$ cat src/rtl/adc_host_pkg.sv
package adc_host_pkg;
  typedef struct packed {
    logic cs_n;
    logic rd_n;
  } strobe_t;
endpackage

$ cat src/rtl/host_sync.sv
module host_sync #(
  parameter int unsigned WIDTH  = 2,
  parameter int unsigned STAGES = 2
) (
  input  logic             clk_i,
  input  logic             rst_ni,
  input  logic [WIDTH-1:0] d_i,
  output logic [WIDTH-1:0] q_o
);
  logic [STAGES-1:0][WIDTH-1:0] q_q;

  // strobes are inactive high, so reset to all ones
  always_ff @(posedge clk_i or negedge rst_ni) begin
    if (!rst_ni) q_q <= '1;
    else         q_q <= {q_q[STAGES-2:0], d_i};
  end

  assign q_o = q_q[STAGES-1];
endmodule

$ cat src/rtl/host_ctrl.sv
module host_ctrl #(
  parameter int unsigned GUARD_CYC = 4
) (
  input  logic clk_i,
  input  logic rst_ni,
  input  logic rd_act_i,
  input  logic cont_n_i,
  input  logic done_i,
  input  logic stall_i,
  output logic done_ok_o,
  output logic busy_o,
  output logic start_o
);
  localparam int unsigned CW = $clog2(GUARD_CYC + 1);

  logic          act_q, busy_q, start_q;
  logic [CW-1:0] since_q;
  logic          read_rise, guard_ok, start_fire;

  assign read_rise  = rd_act_i & ~act_q;
  assign guard_ok   = (since_q >= CW'(GUARD_CYC));
  assign done_ok_o  = busy_q & done_i;
  assign start_fire = ~busy_q & ((~cont_n_i & ~stall_i) |
                                 (cont_n_i & read_rise & guard_ok));

  always_ff @(posedge clk_i or negedge rst_ni) begin
    if (!rst_ni) begin
      act_q   <= 1'b0;
      busy_q  <= 1'b0;
      start_q <= 1'b0;
      since_q <= CW'(GUARD_CYC);
    end else begin
      act_q   <= rd_act_i;
      start_q <= start_fire;
      if (start_fire)     busy_q <= 1'b1;
      else if (done_ok_o) busy_q <= 1'b0;
      // cycles since end of conversion, saturating at the guard
      if (done_ok_o)                    since_q <= '0;
      else if (since_q < CW'(GUARD_CYC)) since_q <= since_q + CW'(1);
    end
  end

  assign busy_o  = busy_q;
  assign start_o = start_q;
endmodule

$ cat src/rtl/result_latch.sv
module result_latch #(
  parameter int unsigned DATA_W = 8
) (
  input  logic              clk_i,
  input  logic              rst_ni,
  input  logic              done_ok_i,
  input  logic [DATA_W-1:0] result_i,
  input  logic              rd_act_i,
  input  logic              cont_n_i,
  output logic [DATA_W-1:0] data_o,
  output logic              pend_o
);
  logic [DATA_W-1:0] data_q, shadow_q;
  logic              pend_q;

  always_ff @(posedge clk_i or negedge rst_ni) begin
    if (!rst_ni) begin
      data_q   <= '0;
      shadow_q <= '0;
      pend_q   <= 1'b0;
    end else if (done_ok_i) begin
      if (!cont_n_i && rd_act_i) begin
        shadow_q <= result_i;
        pend_q   <= 1'b1;
      end else begin
        data_q   <= result_i;
      end
    end else if (pend_q && !rd_act_i) begin
      data_q <= shadow_q;
      pend_q <= 1'b0;
    end
  end

  assign data_o = data_q;
  assign pend_o = pend_q;
endmodule

$ cat src/rtl/adc_host_if.sv
module adc_host_if
  import adc_host_pkg::*;
#(
  parameter int unsigned DATA_W      = 8,
  parameter int unsigned SYNC_STAGES = 2,
  parameter int unsigned GUARD_CYC   = 4
) (
  input  logic              clk_i,
  input  logic              rst_ni,
  input  logic              cs_ni,
  input  logic              rd_ni,
  input  logic              cont_mode_ni,
  input  logic              conv_done_i,
  input  logic [DATA_W-1:0] result_i,
  output logic              conv_start_o,
  output logic              busy_no,
  output logic [DATA_W-1:0] bus_o,
  output logic              bus_oe_o
);
  localparam int unsigned SW = $bits(strobe_t);

  strobe_t raw, syn;
  logic    rd_act, pend, done_ok, busy;

  assign raw.cs_n = cs_ni;
  assign raw.rd_n = rd_ni;

  host_sync #(.WIDTH(SW), .STAGES(SYNC_STAGES)) sync_i (
    .clk_i (clk_i),
    .rst_ni(rst_ni),
    .d_i   (raw),
    .q_o   (syn)
  );

  assign rd_act = ~syn.cs_n & ~syn.rd_n;

  host_ctrl #(.GUARD_CYC(GUARD_CYC)) ctrl_i (
    .clk_i    (clk_i),
    .rst_ni   (rst_ni),
    .rd_act_i (rd_act),
    .cont_n_i (cont_mode_ni),
    .done_i   (conv_done_i),
    .stall_i  (pend),
    .done_ok_o(done_ok),
    .busy_o   (busy),
    .start_o  (conv_start_o)
  );

  result_latch #(.DATA_W(DATA_W)) latch_i (
    .clk_i    (clk_i),
    .rst_ni   (rst_ni),
    .done_ok_i(done_ok),
    .result_i (result_i),
    .rd_act_i (rd_act),
    .cont_n_i (cont_mode_ni),
    .data_o   (bus_o),
    .pend_o   (pend)
  );

  // output enable follows raw pins: no synchroniser latency on the bus
  assign bus_oe_o = ~cs_ni & ~rd_ni;
  assign busy_no  = ~busy;
endmodule

$ cat config.mk
export PLATFORM = sky130hd
export DESIGN_NAME = adc_host_if
export DESIGN_NICKNAME = d
export VERILOG_FILES = /design/src/rtl/adc_host_pkg.sv /design/src/rtl/host_sync.sv /design/src/rtl/host_ctrl.sv /design/src/rtl/result_latch.sv /design/src/rtl/adc_host_if.sv
export SDC_FILE = /design/constraint.sdc
export NUM_CORES = 1
export LEC_CHECK = 0
export BUFFER_PORTS_ARGS = -buffer_cell sky130_fd_sc_hd__buf_2
export CAP_MARGIN = 20
export CORE_MARGIN = 8
export CORE_UTILIZATION = 47
export DETAILED_ROUTE_END_ITERATION = 10
export PLACE_DENSITY = 0.73
export RECOVER_POWER = 25
export SETUP_SLACK_MARGIN = 0.1
export SYNTH_ARGS = -nofsm -noshare
export SYNTH_HDL_FRONTEND = slang
export SYNTH_SLANG_ARGS = --single-unit
export TNS_END_PERCENT = 30
$ cat constraint.sdc
create_clock -name clk_i -period 1.5 [get_ports clk_i]
set_input_delay 0.15 -clock clk_i [delete_from_list [all_inputs] [get_ports clk_i]]
set_output_delay 0.15 -clock clk_i [all_outputs]
set_load 0.05 [all_outputs]
**Word-level counts from Yosys, hierarchy flattened**

Index checks and enable logic that the tools add are counted.
W data, S select, Z words.

- Flip-flop bits (word level): 27
- Bits of input ports: 14
- Output and inout port bits: 11
- Logic and storage cells: 51

- Add/subtract/negate cells: 1
- Order comparisons: 2
- Equal/unequal tests: 2
- Multiplexer cells: 10
- Bitwise gates (word level): 17
- Reductions and logical operators: 10

Operators with widths:

| kind | count |
|---|---|
| $mux W8 | 3 |
| $and A1 B1 Y1 | 8 |
| $not A1 Y1 | 8 |
| $mux W3 | 2 |
| $reduce_and A2 Y1 | 3 |
| $reduce_bool A2 Y1 | 3 |
| $mux W1 | 5 |
| $add A3 B1 Y3 const B | 1 |
| $ge A3 B3 Y1 const B | 1 |
| $lt A3 B3 Y1 const B | 1 |
| $logic_and A1 B1 Y1 | 2 |
| $logic_not A1 Y1 | 2 |
| $ne A2 B1 Y1 const B | 1 |
| $ne A2 B2 Y1 const B | 1 |
| $or A1 B1 Y1 | 1 |

**Logic depth before layout (Yosys ltp)**

Gate-level depths: netlist (run 1).

- Depth in word-level cells: 8
- Mapped depth: 4
- Depth with buffers taken out: 4

**Hierarchy**

Synthesis (run 1) repeated with hierarchy kept, for this count alone.

- Cells, all modules: 79
- Area total of the unflattened synthesis: 1136.1 sq um

Modules (own cells, without submodules):

| module | instances | cells each | area each (sq um) | sequential area each (sq um) |
|---|---|---|---|---|
| result_latch | 1 | 50 | 753.2 | 425.4 |
| host_ctrl | 1 | 20 | 251.5 | 151.4 |
| host_sync | 1 | 6 | 120.1 | 105.1 |
| adc_host_if | 1 | 3 | 11.3 | 0.0 |

**Least setup slack after synthesis (run 1)**

No wires, ideal clock.

- Path kind: register to register
- Start: reg sync_i.q_q, in the netlist sync_i.q_o[1]
- End: reg latch_i.data_q[0], in the netlist latch_i.data_o[0]
- Library setup time: 125 ps
- Arrival: 1364 ps
- Path slack: 11 ps
- Stages on the path, launching flop included: 5
- Path buffers: 0
- Clock period less this slack: 1489 ps
- Cell sequence: dfstp_2 -> or2_4 -> inv_1 -> o21ai_4 -> mux2_2

- Word-level cells in the longest chain between the ends: 6
- Elaborated cells on any way between the ends: 8

Ends and longest elaborated chain:

| what | RTL line | text |
|---|---|---|
| start, declared | host_sync.sv:10 | `logic [STAGES-1:0][WIDTH-1:0] q_q;` |
| start signal, assigned | host_sync.sv:15 | `else q_q <= {q_q[STAGES-2:0], d_i};` |
| $not A1 Y1 * | adc_host_if.sv:35 | `assign rd_act = ~syn.cs_n & ~syn.rd_n;` |
| $and A1 B1 Y1 * | adc_host_if.sv:35 |  |
| via ctrl_i.rd_act_i | host_ctrl.sv:6 | `input logic rd_act_i,` |
| $logic_not A1 Y1 | result_latch.sv:28 | `end else if (pend_q && !rd_act_i) begin` |
| $logic_and A1 B1 Y1 | result_latch.sv:28 |  |
| $reduce_bool A2 Y1 (no source line) | n/a |  |
| $reduce_and A2 Y1 (no source line) * | n/a |  |
| end signal, assigned | result_latch.sv:26 | `data_q <= result_i;` |
| end signal, assigned | result_latch.sv:29 | `data_q <= shadow_q;` |
| end, declared | result_latch.sv:13 | `logic [DATA_W-1:0] data_q, shadow_q;` |

The timed path passes the listed nets; every way through them passes the cells marked *.
A chain may end at the register's enable or synchronous reset.

**Worst setup path after layout (run 1)**

- Start: reg sync_i.q_q, in the netlist sync_i.q_o[0]
- End: reg latch_i.data_q[5], in the netlist latch_i.data_o[5]

Same word-level chain as after synthesis.

==> results of run 1 <==
[cell families (layout without fill, tap and decap cells)]
kind of cell	Yosys count	in the layout
AO/OA/AOI/OAI	8	8
XOR/XNOR	1	1
adder cells (fa/ha/maj)	1	1
buffers and inverters	3	40
flip-flops	27	27
multiplexers	25	25
AND/OR/NAND/NOR	8	8
[layout make-up]
cell class / count / area, um^2
tap: 30 / 37.5
clock inverter: 1 / 7.51
timing repair buffer: 34 / 234
clock buffer: 3 / 22.5
sequential: 27 / 682
inverter: 2 / 10.0
fill: 193 / 943
multi-input combinational: 43 / 473
[routing by layer]
| metal | vias up | wire length [um] | share of wire (%) |
|---|---|---|---|
| met4 | 0 | 15 | 0.77 |
| met2 | 12 | 1080 | 55 |
| met1 | 354 | 758 | 39 |
| met3 | 2 | 94 | 4.8 |
| li1 | 337 | - | - |
| met5 | - | 0 | 0 |
[registers in the layout (all words and copies together), names as in the netlist]
name              flops
ctrl_i.start_o        1
ctrl_i.since_q        3
ctrl_i.busy_o         1
latch_i.pend_o        1
latch_i.shadow_q      8
latch_i.data_o        8
ctrl_i.act_q          1
sync_i.q_q            2
sync_i.q_o            2
[worst max-delay path by stage]
stage	to
floorplan	latch_i.shadow_q[1]
global placement	latch_i.data_o[1]
detailed placement	latch_i.shadow_q[6]
CTS	latch_i.data_o[5]
global route	latch_i.data_o[5]
finish	latch_i.data_o[5]
[per-stage QoR]
step / instances / utilization (%)
2_1_floorplan: 73 / -
3_3_place_gp: 132 / 57.7
6_report: 140 / 60.9
4_1_cts: 139 / 60.5
3_5_place_dp: 132 / 57.7
5_1_grt: 140 / 60.9
[report_power, final]
| part | internal (W) | switching (W) |
|---|---|---|
| sequential | 0.000978 | 0.000133 |
| clock | 0.000102 | 0.000207 |
| combinational | 0.000522 | 0.000674 |
[worst register-to-register path, delay by kind of cell (launching register included)]
| family | cells | cell delay (ps) |
|---|---|---|
| compound gates | 1 | 130 |
| buf+inv | 2 | 190 |
| flops | 1 | 540 |
| mux | 1 | 300 |
| simple gates | 1 | 150 |
[cells in the mapped netlist]
| master | count | area share (%) |
|---|---|---|
| sky130_fd_sc_hd__dfrtp_1 | 22 | 47 |
| sky130_fd_sc_hd__mux2_4 | 14 | 18 |
| sky130_fd_sc_hd__mux2_2 | 9 | 8.7 |
| sky130_fd_sc_hd__dfstp_2 | 5 | 11 |
| sky130_fd_sc_hd__a21oi_1 | 3 | 1.3 |
| sky130_fd_sc_hd__inv_1 | 2 | 0.64 |
| sky130_fd_sc_hd__nand2_1 | 2 | 0.64 |
| sky130_fd_sc_hd__nor2_1 | 2 | 0.64 |
| sky130_fd_sc_hd__a21boi_0 | 1 | 0.64 |
| sky130_fd_sc_hd__a21o_1 | 1 | 0.64 |
| sky130_fd_sc_hd__buf_6 | 1 | 0.96 |
| sky130_fd_sc_hd__ha_1 | 1 | 1.1 |
| sky130_fd_sc_hd__mux2_1 | 1 | 0.96 |
| sky130_fd_sc_hd__mux2i_1 | 1 | 0.86 |
| sky130_fd_sc_hd__nand2_2 | 1 | 0.54 |
| sky130_fd_sc_hd__nand3_1 | 1 | 0.43 |
| sky130_fd_sc_hd__nor3_4 | 1 | 1.4 |
| sky130_fd_sc_hd__o21a_1 | 1 | 0.64 |
| sky130_fd_sc_hd__o21ai_4 | 1 | 1.4 |
| sky130_fd_sc_hd__o32a_1 | 1 | 0.86 |
| sky130_fd_sc_hd__or2_4 | 1 | 0.75 |
| sky130_fd_sc_hd__xor2_1 | 1 | 0.75 |
[timing repair]
item | in CTS | in global routing
pin swaps | 2 | 0
setup buffers | 0 | 1
gates resized for setup | 2 | 1
endpoints found under the setup margin | 16 | 10
hold buffers | 3 | 0
hold endpoints to repair | 24 | 0
==> metrics.txt, run 1 <==
# TYPE chip_impl_metric gauge
chip_impl_metric{name="place_ws",unit="ps"} 91.0
chip_impl_info{name="critical_path_s_top_delay_family",value="flip-flops"} 1
chip_impl_info{name="path_class",value="flip-flop to flip-flop"} 1
chip_impl_metric{name="drc",unit=""} 0
chip_impl_metric{name="report.final.slew_viol_count",unit=""} 0
chip_impl_metric{name="via_count",unit=""} 705
chip_impl_metric{name="synth_seq_area_share",unit="%"} 58.3
chip_impl_metric{name="gr_overflow_total",unit=""} 0
chip_impl_metric{name="worst_clock_skew",unit="ps"} 10.1
chip_impl_metric{name="grt_max_degree",unit=""} 28
chip_impl_metric{name="pwr_density_cell",unit="mW/mm^2"} 1780
chip_impl_metric{name="compound_gate_fraction_of_synth_area",unit="%"} 5.45
chip_impl_metric{name="routedWlPerCell",unit="um"} 13.9
chip_impl_info{name="worst_reg2reg_path_startpoint",value="sync_i.q_o[0]"} 1
chip_impl_metric{name="synthesis.nets",unit=""} 88
chip_impl_info{name="hold_path_startpoint",value="result_i[1]"} 1
chip_impl_info{name="origin_of_the_worst_setup_path",value="sync_i.q_o[0]"} 1
chip_impl_metric{name="final_layout_size_suffix_gt1_share",unit="%"} 60.9
chip_impl_metric{name="ys_warn_count",unit=""} 0
chip_impl_metric{name="fmax",unit="MHz"} 711
chip_impl_info{name="critical_path.cell_chain",value="or2_4 -> inv_4 -> o21ai_4 -> buf_12 -> mux2_4"} 1
chip_impl_metric{name="synthCells",unit=""} 73
chip_impl_metric{name="irDropWorstVdd",unit="V"} 0.00120
chip_impl_metric{name="ctsHtreeMaxLevel",unit=""} 1
chip_impl_metric{name="detail_route.first_pass.iterations",unit=""} 3
chip_impl_info{name="synth_top_family_by_area",value="multiplexers"} 1
chip_impl_metric{name="fraction_of_synthesized_cell_area_in_xor_and_xnor_cells",unit="%"} 0.749
chip_impl_metric{name="synth_adder_area_share",unit="%"} 1.07
chip_impl_metric{name="cp.buffers_inverters",unit=""} 2
chip_impl_metric{name="grt_usage",unit="%"} 9.86
chip_impl_metric{name="gp_weighted_congestion",unit=""} 0.743
chip_impl_metric{name="syn2layout_area_growth",unit="%"} 25.3
chip_impl_metric{name="numCtsBuffers",unit=""} 3
chip_impl_metric{name="i_o_pin_count",unit=""} 25
chip_impl_metric{name="timing.final.ws_setup",unit="ps"} 93.1
chip_impl_metric{name="total_power",unit="W"} 0.00262
chip_impl_metric{name="grt_pass1_vias",unit=""} 784
chip_impl_info{name="tritoncts",value="built"} 1
chip_impl_metric{name="netlist_area",unit="mm^2"} 0.00117
chip_impl_metric{name="cellLeakagePower",unit="nW"} 0.730
chip_impl_info{name="worst_r2r_endpoint",value="latch_i.data_o[5]"} 1
chip_impl_metric{name="worstPathArrival",unit="ps"} 1620
chip_impl_metric{name="post-route-period-util",unit="%"} 93.8
chip_impl_metric{name="worst_hold_slack",unit="ps"} 60.4
chip_impl_metric{name="antenna_violating_nets_post_route",unit=""} 0
chip_impl_info{name="rsz_0062_raised_after_global_routing",value="yes"} 1
chip_impl_metric{name="grt_antenna_before_repair",unit=""} 0
chip_impl_metric{name="worst_setup_hold_path_clk_slew",unit="ps"} 150
chip_impl_metric{name="met3_usage",unit="%"} 3.39
chip_impl_metric{name="die-width",unit="um"} 65.9
chip_impl_metric{name="initial_core_utilization",unit="%"} 48.5
chip_impl_metric{name="finalWorstPathRequiredPeriod",unit="ps"} 1410
chip_impl_metric{name="simple_gate_fraction_of_synth_area",unit="%"} 4.39
chip_impl_metric{name="slowest_delay",unit="ps"} 540
chip_impl_metric{name="dpl-instance-area",unit="mm^2"} 0.00139
chip_impl_metric{name="yosys.cell_types.count",unit=""} 22
chip_impl_metric{name="finish.net_count",unit=""} 126
chip_impl_info{name="worstSetupStartpointType",value="flip-flop"} 1
chip_impl_metric{name="worst_skew_pair.late_latency",unit="ps"} 320
chip_impl_metric{name="viasPerCell",unit=""} 5.04
chip_impl_metric{name="die_area",unit="mm^2"} 0.00434
chip_impl_metric{name="avgSynthCellArea",unit="um^2"} 16.0
chip_impl_metric{name="grt_use_met1",unit="%"} 10.4
chip_impl_metric{name="floorplan.rows",unit=""} 18
chip_impl_metric{name="worst_r2r_path_depth",unit=""} 5
chip_impl_info{name="slowest_stage",value="sky130_fd_sc_hd__dfstp_2"} 1
chip_impl_metric{name="final-setup-viol-count",unit=""} 0
chip_impl_info{name="final_cell_mix",value="sky130_fd_sc_hd__dfrtp_1 (22), sky130_fd_sc_hd__buf_2 (22), sky130_fd_sc_hd__mux2_4 (15)"} 1
chip_impl_metric{name="cts_num_sinks",unit=""} 27
chip_impl_metric{name="critical_path_depth_in_cells",unit=""} 5
chip_impl_info{name="min_path_type",value="input port to flip-flop"} 1
chip_impl_info{name="busiest_layer",value="met2"} 1
chip_impl_metric{name="synth_mux_area_share",unit="%"} 28.4
chip_impl_metric{name="worstHoldPathCells",unit=""} 2
chip_impl_metric{name="totalNegativeSetupSlack",unit="ps"} 0
chip_impl_info{name="worstSetupEndpointType",value="flip-flop"} 1
chip_impl_metric{name="coreArea",unit="mm^2"} 0.00241
chip_impl_metric{name="detail_route.wirelength",unit="um"} 1950
chip_impl_metric{name="drt-initial-drc-count",unit=""} 17
chip_impl_info{name="timing.hold.worst_endpoint",value="latch_i.shadow_q[1]"} 1
chip_impl_metric{name="die_h",unit="um"} 65.9
chip_impl_metric{name="slew_headroom",unit="%"} 57.8
chip_impl_metric{name="num_antenna_cells",unit=""} 0
chip_impl_metric{name="max-clock-path-buffers",unit=""} 2
chip_impl_metric{name="finalInstanceArea",unit="mm^2"} 0.00147
chip_impl_metric{name="port_buffers",unit=""} 24
chip_impl_metric{name="flop_to_flop_setup_slack",unit="ps"} 90
chip_impl_metric{name="grt_util_met2",unit="%"} 17.4
chip_impl_info{name="cts_root_buf",value="sky130_fd_sc_hd__clkbuf_4"} 1
chip_impl_metric{name="crit_path_max_fanout",unit=""} 8
chip_impl_metric{name="hold_viol",unit=""} 0
chip_impl_info{name="outcome",value="finished, final reports clean"} 1
chip_impl_metric{name="grt_first_pass_wirelength",unit="um"} 3370
chip_impl_metric{name="detailed_place_hpwl",unit="um"} 1490
chip_impl_metric{name="yosys_register_bits",unit=""} 27
chip_impl_metric{name="tightestPinTransition",unit="ps"} 634
chip_impl_metric{name="crit_required",unit="ps"} 1710
chip_impl_metric{name="max_cap_viols",unit=""} 0
No activity file was read; power rests on OpenSTA's default activity.
==> inputs of run 2 (changes only) <==
--- a/config.mk
+++ b/config.mk
@@ -7,7 +7,7 @@
 export LEC_CHECK = 0
 export BUFFER_PORTS_ARGS = -buffer_cell sky130_fd_sc_hd__buf_2
 export CAP_MARGIN = 20
-export CORE_MARGIN = 8
+export CORE_MARGIN = 2
 export CORE_UTILIZATION = 47
 export DETAILED_ROUTE_END_ITERATION = 10
 export PLACE_DENSITY = 0.73
==> metrics.txt, run 2 (synthesis results as in run 1) <==
# TYPE chip_impl_metric gauge
chip_impl_info{name="worst_reg2reg_path_startpoint",value="sync_i.q_o[0]"} 1
chip_impl_metric{name="detail_route.wirelength",unit="um"} 1890
chip_impl_metric{name="floorplan.rows",unit=""} 18
chip_impl_metric{name="drt-initial-drc-count",unit=""} 3
chip_impl_metric{name="viasPerCell",unit=""} 4.96
chip_impl_metric{name="numCtsBuffers",unit=""} 3
chip_impl_metric{name="grt_pass1_vias",unit=""} 675
chip_impl_metric{name="ctsHtreeMaxLevel",unit=""} 1
chip_impl_info{name="critical_path.cell_chain",value="or2_4 -> inv_4 -> o21ai_4 -> buf_12 -> mux2_4"} 1
chip_impl_metric{name="tightestPinTransition",unit="ps"} 637
chip_impl_metric{name="crit_required",unit="ps"} 1700
chip_impl_metric{name="utilization",unit="%"} 60.4
chip_impl_metric{name="worstPathArrival",unit="ps"} 1620
chip_impl_metric{name="worstHoldPathCells",unit=""} 2
chip_impl_metric{name="timing.final.ws_setup",unit="ps"} 82.9
chip_impl_info{name="final_cell_mix",value="sky130_fd_sc_hd__dfrtp_1 (22), sky130_fd_sc_hd__buf_2 (21), sky130_fd_sc_hd__mux2_4 (15)"} 1
chip_impl_metric{name="via_count",unit=""} 699
chip_impl_metric{name="worst_r2r_path_depth",unit=""} 5
chip_impl_metric{name="max-clock-path-buffers",unit=""} 2
chip_impl_metric{name="flop_to_flop_setup_slack",unit="ps"} 80
chip_impl_metric{name="final.fill_count",unit=""} 194
chip_impl_metric{name="report.final.slew_viol_count",unit=""} 0
chip_impl_metric{name="gr_overflow_total",unit=""} 0
chip_impl_metric{name="max_cap_viols",unit=""} 0
chip_impl_metric{name="syn2layout_area_growth",unit="%"} 24.5
chip_impl_metric{name="cp.buffers_inverters",unit=""} 2
chip_impl_metric{name="grt_usage",unit="%"} 15.2
chip_impl_metric{name="cts_num_sinks",unit=""} 27
chip_impl_metric{name="coreArea",unit="mm^2"} 0.00241
chip_impl_metric{name="die-width",unit="um"} 53.9
chip_impl_metric{name="routedWlPerCell",unit="um"} 13.4
chip_impl_metric{name="die_h",unit="um"} 53.9
chip_impl_metric{name="grt_first_pass_wirelength",unit="um"} 3050
chip_impl_metric{name="gp_weighted_congestion",unit=""} 0.677
chip_impl_metric{name="slowest_delay",unit="ps"} 540
chip_impl_info{name="hold_path_startpoint",value="result_i[0]"} 1
chip_impl_info{name="outcome",value="finished, final reports clean"} 1
chip_impl_info{name="tritoncts",value="built"} 1
chip_impl_info{name="critical_path_s_top_delay_family",value="flip-flops"} 1
chip_impl_metric{name="finalWorstPathRequiredPeriod",unit="ps"} 1420
chip_impl_metric{name="irDropWorstVdd",unit="V"} 0.00100
chip_impl_info{name="slowest_stage",value="sky130_fd_sc_hd__dfstp_2"} 1
chip_impl_metric{name="grt_antenna_before_repair",unit=""} 0
chip_impl_metric{name="final-setup-viol-count",unit=""} 0
chip_impl_metric{name="fmax",unit="MHz"} 706
chip_impl_metric{name="slew_headroom",unit="%"} 57.5
chip_impl_info{name="rsz_0062_raised_after_global_routing",value="yes"} 1
chip_impl_metric{name="final_layout_size_suffix_gt1_share",unit="%"} 59.5
chip_impl_info{name="path_class",value="flip-flop to flip-flop"} 1
chip_impl_info{name="mostFrequentLayoutCell",value="sky130_fd_sc_hd__dfrtp_1"} 1
chip_impl_metric{name="grt_max_degree",unit=""} 28
chip_impl_metric{name="i_o_pin_count",unit=""} 25
chip_impl_metric{name="antenna_violating_nets_post_route",unit=""} 0
chip_impl_info{name="worstSetupStartpointType",value="flip-flop"} 1
chip_impl_metric{name="drc",unit=""} 0
chip_impl_metric{name="post-route-period-util",unit="%"} 94.5
chip_impl_metric{name="die_area",unit="mm^2"} 0.00290
chip_impl_metric{name="totalNegativeSetupSlack",unit="ps"} 0
chip_impl_metric{name="worst_skew_pair.late_latency",unit="ps"} 310
chip_impl_metric{name="finish.net_count",unit=""} 127
chip_impl_metric{name="finalInstanceArea",unit="mm^2"} 0.00146
chip_impl_metric{name="total_power",unit="W"} 0.00260
chip_impl_metric{name="num_antenna_cells",unit=""} 0
chip_impl_metric{name="hold_viol",unit=""} 0
chip_impl_info{name="worst_r2r_endpoint",value="latch_i.data_o[7]"} 1
chip_impl_info{name="min_path_type",value="input port to flip-flop"} 1
chip_impl_info{name="cts_root_buf",value="sky130_fd_sc_hd__clkbuf_4"} 1
chip_impl_info{name="worstSetupEndpointType",value="flip-flop"} 1
chip_impl_metric{name="worst_clock_skew",unit="ps"} 9.24
chip_impl_metric{name="cellLeakagePower",unit="nW"} 0.729
chip_impl_metric{name="place_ws",unit="ps"} 85.2
chip_impl_info{name="timing.hold.worst_endpoint",value="latch_i.shadow_q[0]"} 1
chip_impl_info{name="origin_of_the_worst_setup_path",value="sync_i.q_o[0]"} 1
chip_impl_metric{name="crit_path_max_fanout",unit=""} 8
chip_impl_metric{name="initial_core_utilization",unit="%"} 48.5
chip_impl_metric{name="port_buffers",unit=""} 24
chip_impl_metric{name="dpl-instance-area",unit="mm^2"} 0.00138
chip_impl_metric{name="detail_route.first_pass.iterations",unit=""} 2
chip_impl_metric{name="worst_setup_hold_path_clk_slew",unit="ps"} 130
chip_impl_metric{name="pwr_density_cell",unit="mW/mm^2"} 1790
[run 2: cell count changes in the layout (fill, tap and decap cells not counted), sizes merged]
cell      previous run  this run
clkinvlp             1         0
clkbuf               5         7
[run 2: what timing repair did]
action,in CTS,in global routing
gates resized for setup,3,0
setup buffers,1,1
setup endpoints to repair,16,15
endpoints found under the hold margin,24,0
hold buffers,3,0
pin swaps,1,0
[run 2: report_power, final]
group	leakage, nW	switching (W)	total [W]	internal [W]
clock network	0.0150	0.000195	0.000298	0.000104
logic	0.391	0.000669	0.00119	0.000516
registers	0.322	0.000142	0.00112	0.000979
[run 2: worst max-delay path by stage]
stage / slack (ps) / endpoint / cells past startpoint
floorplan: 80 / latch_i.shadow_q[1] / 3
global placement: 110 / latch_i.data_o[7] / 5
detailed placement: 90 / latch_i.data_o[5] / 4
CTS: 80 / latch_i.data_o[7] / 5
global route: 20 / latch_i.data_o[3] / 5
finish: 80 / latch_i.data_o[7] / 5
[run 2: layer usage]
layer	up-vias	share of wire, %	global-route usage, %	wire length (um)
li1	335	-	-	-
met1	349	45	20.2	848
met2	13	51	24.2	958
met3	2	3.3	3.33	63
met4	0	0.80	6.41	15
met5	-	0	0	0
[run 2: metrics by stage]
stage / hold slack (ps) / instances
after global placement: 178 / 132
after floorplan: -146 / 73
after CTS: 59.0 / 140
final: 69.5 / 141
after detailed placement: 185 / 132
after global routing: 53.7 / 141
[run 2: area by class of cell]
cell class                      count  area (um^2)  share of cell area (%)
Clock buffer                        4         26.3                    1.80
Multi-Input combinational cell     43          473                    32.5
Sequential cell                    27          682                    46.8
Timing Repair Buffer               35          228                    15.6
Tap cell                           30         37.5                    2.58
Inverter                            2         10.0                   0.687
